File: src/rtl/irqsel_pkg.sv
// Shared widths and constants of the pending interrupt arbiter.
package irqsel_pkg;
    localparam int PRIO_W = 8;
    localparam int RUN_W  = 9;
    localparam int ID_W   = 10;
    localparam int BANKED = 32;
    localparam logic [ID_W-1:0] NONE_ID = 10'd1023;
endpackage

File: src/rtl/irqsel_cand.sv
// Builds one CPU's view of the sources: the qualifying mask and a flat
// priority vector. Assumes the banked slice passed in is this CPU's.
module irqsel_cand
    import irqsel_pkg::*;
#(
    parameter int N_SRC  = 64,
    parameter int N_CPU  = 2,
    parameter int CPU_IX = 0,
    localparam int N_SHR = (N_SRC > BANKED) ? N_SRC - BANKED : 1
) (
    input  logic [N_SRC*N_CPU-1:0]  src_enable,
    input  logic [N_SRC*N_CPU-1:0]  src_pending,
    input  logic [BANKED*PRIO_W-1:0] bank_prio,
    input  logic [N_SHR*PRIO_W-1:0] shared_prio,
    output logic [N_SRC-1:0]        cand,
    output logic [N_SRC*PRIO_W-1:0] prio_vec
);
    for (genvar s = 0; s < N_SRC; s++) begin : g_src
        // qualify: enabled and pending for this CPU
        assign cand[s] = src_enable[s*N_CPU+CPU_IX] & src_pending[s*N_CPU+CPU_IX];
        if (s < BANKED) begin : g_bank
            // low sources read the CPU's own bank
            assign prio_vec[s*PRIO_W +: PRIO_W] = bank_prio[s*PRIO_W +: PRIO_W];
        end else begin : g_shr
            // high sources read the shared table
            assign prio_vec[s*PRIO_W +: PRIO_W] = shared_prio[(s-BANKED)*PRIO_W +: PRIO_W];
        end
    end
endmodule

File: src/rtl/irqsel_scan.sv
// Linear minimum search over all sources. Assumes lower value = more
// urgent; only a strictly smaller value replaces the current best.
module irqsel_scan
    import irqsel_pkg::*;
#(
    parameter int N_SRC = 64
) (
    input  logic                    clk,
    input  logic                    rst_n,
    input  logic [N_SRC-1:0]        cand,
    input  logic [N_SRC*PRIO_W-1:0] prio_vec,
    output logic                    found,
    output logic [ID_W-1:0]         win_id,
    output logic [PRIO_W-1:0]       win_prio
);
    // walk upward; ties keep the earlier source
    always_comb begin
        found    = 1'b0;
        win_id   = NONE_ID;
        win_prio = '1;
        for (int i = 0; i < N_SRC; i++) begin
            if (cand[i] && (!found || prio_vec[i*PRIO_W +: PRIO_W] < win_prio)) begin
                found    = 1'b1;
                win_id   = i[ID_W-1:0];
                win_prio = prio_vec[i*PRIO_W +: PRIO_W];
            end
        end
    end

    // a winner must be a qualifying source
    a_r8_winner_qualifies: assert property (@(posedge clk) disable iff (!rst_n)
        found |-> (win_id < ID_W'(N_SRC)) && cand[win_id[$clog2(N_SRC)-1:0]]);
    // no candidates means no winner
    a_r3_empty_no_win: assert property (@(posedge clk) disable iff (!rst_n)
        (cand == '0) |-> !found);
endmodule

File: src/rtl/irqsel_gate.sv
// Applies the mask and running-priority thresholds for one CPU and
// registers the ID and request line together.
module irqsel_gate
    import irqsel_pkg::*;
(
    input  logic              clk,
    input  logic              rst_n,
    input  logic              en,
    input  logic              found,
    input  logic [ID_W-1:0]   win_id,
    input  logic [PRIO_W-1:0] win_prio,
    input  logic [PRIO_W-1:0] mask,
    input  logic [RUN_W-1:0]  run_prio,
    output logic [ID_W-1:0]   id_q,
    output logic              irq_q
);
    logic [ID_W-1:0] id_d;
    logic            irq_d;

    // threshold decision for the next cycle
    always_comb begin
        id_d  = NONE_ID;
        irq_d = 1'b0;
        if (en && found && win_prio <= mask) begin
            id_d  = win_id;
            irq_d = {1'b0, win_prio} < run_prio;
        end
    end

    // output register, ID and line move on the same edge
    always_ff @(posedge clk) begin
        if (!rst_n) begin
            id_q  <= NONE_ID;
            irq_q <= 1'b0;
        end else begin
            id_q  <= id_d;
            irq_q <= irq_d;
        end
    end

    // disabled interface stays quiet
    a_r4_disabled_quiet: assert property (@(posedge clk) disable iff (!rst_n)
        !en |=> (id_q == NONE_ID) && !irq_q);
    // a raised line always has a real ID
    a_r3_line_has_id: assert property (@(posedge clk) disable iff (!rst_n)
        irq_q |-> id_q != NONE_ID);
    // winner above the mask is not reported
    a_r5_mask_blocks: assert property (@(posedge clk) disable iff (!rst_n)
        (found && win_prio > mask) |=> (id_q == NONE_ID) && !irq_q);
    // equal or worse than running reports but keeps line low
    a_r6_running_gate: assert property (@(posedge clk) disable iff (!rst_n)
        (en && found && win_prio <= mask && {1'b0, win_prio} >= run_prio)
        |=> !irq_q && id_q == $past(win_id));
endmodule

File: src/rtl/irq_select_arbiter.sv
// Top: one candidate builder, scanner and threshold gate per CPU.
// Assumes N_SRC is a multiple of 32 and at least 64, N_CPU in 1..4.
module irq_select_arbiter
    import irqsel_pkg::*;
#(
    parameter int N_SRC = 64,
    parameter int N_CPU = 2,
    localparam int N_SHR = (N_SRC > BANKED) ? N_SRC - BANKED : 1
) (
    input  logic                            clk,
    input  logic                            rst_n,
    input  logic                            dist_en,
    input  logic [N_CPU-1:0]                cpu_if_en,
    input  logic [N_SRC*N_CPU-1:0]          src_enable,
    input  logic [N_SRC*N_CPU-1:0]          src_pending,
    input  logic [N_CPU*BANKED*PRIO_W-1:0]  prio_banked,
    input  logic [N_SHR*PRIO_W-1:0]         prio_shared,
    input  logic [N_CPU*PRIO_W-1:0]         prio_mask,
    input  logic [N_CPU*RUN_W-1:0]          run_prio,
    output logic [N_CPU*ID_W-1:0]           best_id,
    output logic [N_CPU-1:0]                irq_out
);
    for (genvar c = 0; c < N_CPU; c++) begin : g_cpu
        logic [N_SRC-1:0]        cand;
        logic [N_SRC*PRIO_W-1:0] prio_vec;
        logic                    found;
        logic [ID_W-1:0]         win_id;
        logic [PRIO_W-1:0]       win_prio;

        irqsel_cand #(.N_SRC(N_SRC), .N_CPU(N_CPU), .CPU_IX(c)) u_cand (
            .src_enable (src_enable),
            .src_pending(src_pending),
            .bank_prio  (prio_banked[c*BANKED*PRIO_W +: BANKED*PRIO_W]),
            .shared_prio(prio_shared),
            .cand       (cand),
            .prio_vec   (prio_vec)
        );

        irqsel_scan #(.N_SRC(N_SRC)) u_scan (
            .clk     (clk),
            .rst_n   (rst_n),
            .cand    (cand),
            .prio_vec(prio_vec),
            .found   (found),
            .win_id  (win_id),
            .win_prio(win_prio)
        );

        irqsel_gate u_gate (
            .clk     (clk),
            .rst_n   (rst_n),
            .en      (dist_en & cpu_if_en[c]),
            .found   (found),
            .win_id  (win_id),
            .win_prio(win_prio),
            .mask    (prio_mask[c*PRIO_W +: PRIO_W]),
            .run_prio(run_prio[c*RUN_W +: RUN_W]),
            .id_q    (best_id[c*ID_W +: ID_W]),
            .irq_q   (irq_out[c])
        );
    end
endmodule

File: config.mk
export PLATFORM = sky130hd
export DESIGN_NAME = irq_select_arbiter
export DESIGN_NICKNAME = d
export VERILOG_FILES = /design/src/rtl/irqsel_pkg.sv /design/src/rtl/irqsel_cand.sv /design/src/rtl/irqsel_scan.sv /design/src/rtl/irqsel_gate.sv /design/src/rtl/irq_select_arbiter.sv
export SDC_FILE = /design/constraint.sdc
export NUM_CORES = 2
export LEC_CHECK = 0
export ABC_AREA = 1
export BUFFER_PORTS_ARGS = -buffer_cell sky130_fd_sc_hd__clkbuf_2
export CORE_ASPECT_RATIO = 1.75
export CORE_MARGIN = 8
export CORE_UTILIZATION = 25
export CTS_BUF_LIST = sky130_fd_sc_hd__clkbuf_4 sky130_fd_sc_hd__clkbuf_8
export CTS_CLUSTER_DIAMETER = 40
export DETAILED_ROUTE_END_ITERATION = 16
export PLACE_DENSITY = 0.48
export SYNTH_ARGS = -nofsm -noshare
export SYNTH_HDL_FRONTEND = slang
export SYNTH_SLANG_ARGS = --single-unit
File: constraint.sdc
create_clock -name clk -period 174.5 [get_ports clk]
set_input_delay 8.725 -clock clk [delete_from_list [all_inputs] [get_ports clk]]
set_output_delay 8.725 -clock clk [all_outputs]
set_load 0.005 [all_outputs]
Yosys cells after proc, flatten, opt, wreduce, memory -nomap -nowiden
Cells that the tools add are included.

storage, ports and cells
  register bits after elaboration = 22
  bits of input ports = 1063
  output and inout bits = 22
  word-level logic and storage cells = 1059

operators by class
  order comparisons = 130
  muxes and demuxes = 384
  bitwise logic cells = 133
  reductions and logical operators = 396

operators by type and width
  cell               count
  $mux 10            128
  $mux 8             128
  $lt 8x8->1         126
  $and 1x1->1        130
  $logic_and 1x1->1  130
  $mux 1             128
  $logic_not 1->1    126
  $logic_or 1x1->1   126
  $reduce_or 34->1   2
  $reduce_or 18->1   2
  $reduce_or 10->1   2
  $lt 8x9->1         2
  $le 8x8->1         2
  $reduce_or 6->1    2
  $reduce_or 4->1    2
  $reduce_or 3->1    2
  $reduce_and 2->1   2
  $not 1->1          3

Depth between registers and ports, before layout
  depth in word-level cells = 258
  gate-level depth with buffers = 781
  depth with buffers taken out = 727

By module
Synthesis repeated with hierarchy kept, for this count alone.

unflattened totals
  cells, all modules = 8877
  area total of the unflattened synthesis = 50489.7 µm²

modules (own cells, without submodules)
  module                          instances  cells each  area an instance (µm²)  seq. area each (µm²)
  irqsel_scan at g_cpu[1].u_scan  1          3727        20261.9                 0.0
  irqsel_scan at g_cpu[0].u_scan  1          3682        20113.0                 0.0
  irqsel_cand                     2          640         4324.1                  0.0
  irqsel_gate                     2          92          725.7                   220.2
  irq_select_arbiter              1          4           15.0                    0.0

Worst setup path before layout
No wires, ideal clock.

  path type = input -> register
  start point = in src_enable[1]
  end point = reg g_cpu[1].u_gate.id_q[4]
  library setup time = 0.130 ns
  arrival = 88.249 ns
  data required time = 174.370 ns
  setup slack = 86.121 ns
  stages = 623
  path buffers = 63
  cell sequence = nand2_2 nor2_1 ha_1 a21oi_1 nor2_1 a211oi_1 nand2_2 nand2_2 nand2_4 clkbuf_8 o21ai_0 ha_1 a21oi_1 nor2_1 a211oi_1 nand2_2 nand2_4 nand2_4 [587 not listed] nor2_1 a211oi_1 nand2_1 nand2_2 nand2_4 buf_8 a21oi_2 ha_1 a21oi_1 o21ai_0 a21oi_1 o211ai_1 nor2_1 nand2_2 a21oi_1 or3b_1 a21oi_2 o311ai_1

between the ends
  longest elaborated chain between the ends = 258
  elaborated cells between the ends (all ways) = 434
  those cells by class = order compare: 64; mux: 176; bitwise: 2; reduce/logical: 192

ends and longest elaborated chain
  item                                                    RTL line                  RTL
  start: declaration                                      irq_select_arbiter.sv:14  input logic [N_SRC*N_CPU-1:0] src_enable,
  $and 1x1->1 (*)                                         irqsel_cand.sv:20         assign cand[s] = src_enable[s*N_CPU+CPU_IX] & src_pending[s*N_CPU+CPU_IX];
  $mux 8 / $mux 1 (equally long branches)                 irqsel_scan.sv:22         if (cand[i] && (!found || prio_vec[i*PRIO_W +: PRIO_W] < win_prio)) begin
  $lt 8x8->1 / $logic_not 1->1 (equally long branches)    irqsel_scan.sv:22
  $logic_or 1x1->1                                        irqsel_scan.sv:22
  $logic_and 1x1->1                                       irqsel_scan.sv:22
  $mux 8 / $mux 1 (equally long branches)                 irqsel_scan.sv:22
  $lt 8x8->1 / $logic_not 1->1 (equally long branches)    irqsel_scan.sv:22
  $logic_or 1x1->1                                        irqsel_scan.sv:22
  [242 not listed]                                        -
  $lt 8x8->1 / $logic_not 1->1 (equally long branches)    irqsel_scan.sv:22
  $logic_or 1x1->1                                        irqsel_scan.sv:22
  $logic_and 1x1->1                                       irqsel_scan.sv:22
  $mux 8 / $mux 1 (equally long branches)                 irqsel_scan.sv:22
  $le 8x8->1 / $logic_and 1x1->1 (equally long branches)  irqsel_gate.sv:24         if (en && found && win_prio <= mask) begin
  $logic_and 1x1->1                                       irqsel_gate.sv:24
  $not 1->1 (no source line)                              -
  $reduce_or 18->1 (no source line)                       -
  end signal: assignment                                  irqsel_gate.sv:36         id_q <= id_d;
  end: declaration                                        irqsel_gate.sv:14         output logic [ID_W-1:0] id_q,

Every way passes the cells marked *; elsewhere a longest branch is shown, timed or not.
A chain may end at the register's enable or synchronous reset.

Worst setup path after layout
Same ends and word-level chain as after synthesis.

==> results.ini <==
[status]
status=complete, no violations

[critical_path]
slowest_stage=o21ai_0
start_kind=input pin
cp.required_ns=174.65
cp.arrival_ns=104.84
crit_path_max_fanout=21
endpoint_kind=flip-flop
slowest_delay_ns=0.78
crit_type=input pin to flip-flop

[die]
rows=207
die-area_mm2=0.196
core_area_mm2=0.181
die_h_um=580
die_w_um=338
start_util_pct=25.1
io_pins=1085

[global_routing]
grt_max_degree=22
grt_use_total_pct=24.6
grt_overflow=0
grt_pass1_wl_mm=366
antenna_found_initial=162
grt_pass1_vias=57900

[place]
dp.cells=11600
place.gp.congestion=0.985
port_buffers=1084
dp_hpwl_mm=237

[drt]
wl_mm=256
via_per_inst=4.87
wl_per_cell_um=21.9
ant_nets=0
drt_iter0_drc=2937
vias=57000
drt_pre_antenna_iters=6
drc=0

[timing]
period_minus_slack_ns=104.68
fin_crit_sh_pct=60.0
worst_slew_pin_slew_ns=0.928
fmax_ghz=0.00955
drv_slew=0
setup_tns_ns=0
setup_viol=0
final_hold_viol_count=0
rsz0062_at_grt=no
maxSlewHeadroom_pct=37.5

[power_and_ir_drop]
peakVddDrop_uv=12.9
p_per_area_mw_per_mm2=25.7
p_leak_uw=0.0314

[final_layout]
nNetsFinal=11000
area_delta_synth_final_pct=15.4
layout.cells.non_filler=11700
drive_above_1_share_pct=22.7

[logic_synthesis]
synth_ff_type=dfxtp_1
syn_nets=10000
yosysWarnings=0
synth-simple-area-share_pct=53.4
synth_top_area_cell=nand2_1
async_flop_share_pct=0
synth_area_mm2=0.0454
synth_xor_area_share_pct=0
synth_edf_count=0
syn_avg_cell_area_um2=5.49
yosysSeqAreaShare_pct=0.705
synth.distinct_cells=54
synthMuxAreaShare_pct=0
ys_top_cells_by_area=nand2_1, ha_1, nand3_1
synth-seq-cells=16
yosysTopAreaCellShare_pct=21.3
yosys.area_share.adder_pct=18.5
synth_top_family_by_area=simple AND/OR/NAND/NOR gates
synthCells=8281
synth-compound-area-share_pct=13.5

[clock_tree]
cts_setup_buffers=0
path_clk_slew_ns=0.12
cts-root-buf=clkbuf_8
cts_sinks=16
h-tree-depth=1
cts_tree=done
cts_buffer_depth=2
hold_buffers=0
postCtsResizedCells=0
cts_buffers=3

[run]
drv_cap=0

[hold_path]
holdPathEnd=g_cpu[1].u_gate.irq_q$_SDFF_PP0_
worstHoldStart=run_prio[9]
hold_depth=3
min_path_type=input pin to flip-flop

[where the power goes]
group          internal (uW)  total, uW  switching (uW)
sequential              4.47       5.26           0.793
clock                   2.04       4.68            2.64
combinational            451       1340             885
[cell usage after synthesis, types with 18 or more instances]
library cell and n:
buf_6 52, nand4_1 56, nor2_1 625, nand2_2 558, nand2_8 18, nand3_1 1008
clkbuf_8 59, a21oi_2 25, inv_1 1050, a21oi_1 207, a211oi_1 127, o21ai_0 566
buf_4 26, ha_1 672, nand2_4 188, inv_2 165, nand3b_1 64, o21bai_1 95
nand2_1 2574
[metal layers]
layer / share of wire (%) / up-vias / GRT usage, %
li1: - / 28800 / -
met1: 32 / 25600 / 21.7
met2: 53 / 1810 / 48.9
met3: 7.5 / 623 / 7.16
met4: 6.9 / 146 / 14.1
met5: 0.36 / - / 0
[worst max path at each step]
stage                                         endpoint          start  slack [ns]
finish              g_cpu[1].u_gate.id_q[4]$_SDFF_PP1_  src_enable[1]       69.82
global route        g_cpu[1].u_gate.id_q[4]$_SDFF_PP1_  src_enable[1]       60.41
floorplan           g_cpu[1].u_gate.id_q[4]$_SDFF_PP1_  src_enable[1]       86.12
CTS                 g_cpu[1].u_gate.id_q[4]$_SDFF_PP1_  src_enable[1]       68.78
detailed placement  g_cpu[1].u_gate.id_q[4]$_SDFF_PP1_  src_enable[1]       68.78
global placement    g_cpu[1].u_gate.id_q[4]$_SDFF_PP1_  src_enable[1]       68.55
[registers in the layout, summed over array words and instances, names as in the netlist]
signal	cells
g_cpu.u_gate.id_q	14
g_cpu.u_gate.irq_q	2
[placed cells by master, fill, tap and decap left out, types with 14 or more instances in the layout]
cell type / n
nand2_1: 2574
nand2_4: 188
nand3_1: 1008
nand2_8: 18
a211oi_1: 127
inv_1: 1050
inv_2: 165
ha_1: 672
a21oi_2: 25
clkbuf_2: 1084
o21ai_0: 566
diode_2: 69
nor2_1: 625
nand2_2: 558
o21bai_1: 95
a21oi_1: 207
dfxtp_1: 16
or2_2: 14
nand4_1: 56
nand3b_1: 64
[kinds of logic (layout without fill, tap and decap cells)]
family,Yosys count,after routing
other cells,0,69
flops,16,16
fa+ha+maj,672,672
buf+inv,1367,2314
simple gates,5154,5154
compound gates,1072,1072
[worst max-delay path: cells and delay by family]
| family | cells | cell delay [ns] |
|---|---|---|
| AO/OA/AOI/OAI | 170 | 40.61 |
| AND/OR/NAND/NOR | 299 | 32.18 |
| adder cells (fa/ha/maj) | 64 | 20.13 |
| buffers and inverters | 27 | 2.61 |
[per-stage QoR]
| stage | util (%) | total power (uW) | cell area, um^2 | worst slack, ns | hold slack, ns |
|---|---|---|---|---|---|
| 6_report | 28.9 | 1350 | 52500 | 69.82 | 8.80 |
| 5_1_grt | 28.9 | 1520 | 52400 | 60.41 | 8.81 |
| 4_1_cts | 28.8 | 1350 | 52300 | 68.78 | 8.81 |
| 3_5_place_dp | 28.8 | 1340 | 52200 | 68.78 | 9.10 |
| 3_3_place_gp | 28.8 | 1330 | 52200 | 68.55 | 9.10 |
| 2_1_floorplan | - | 1000 | 45400 | 86.12 | 8.88 |
[area by class of cell]
class,count,area [um^2]
well taps,2403,3010
multi-input cells,6898,38800
clock buffers,4,55.1
flip-flops and latches,16,320
fillers,21300,129000
inverters,1225,4640
diodes,69,173
repair buffers,1085,5430
Power figures use the tool's default switching activity.
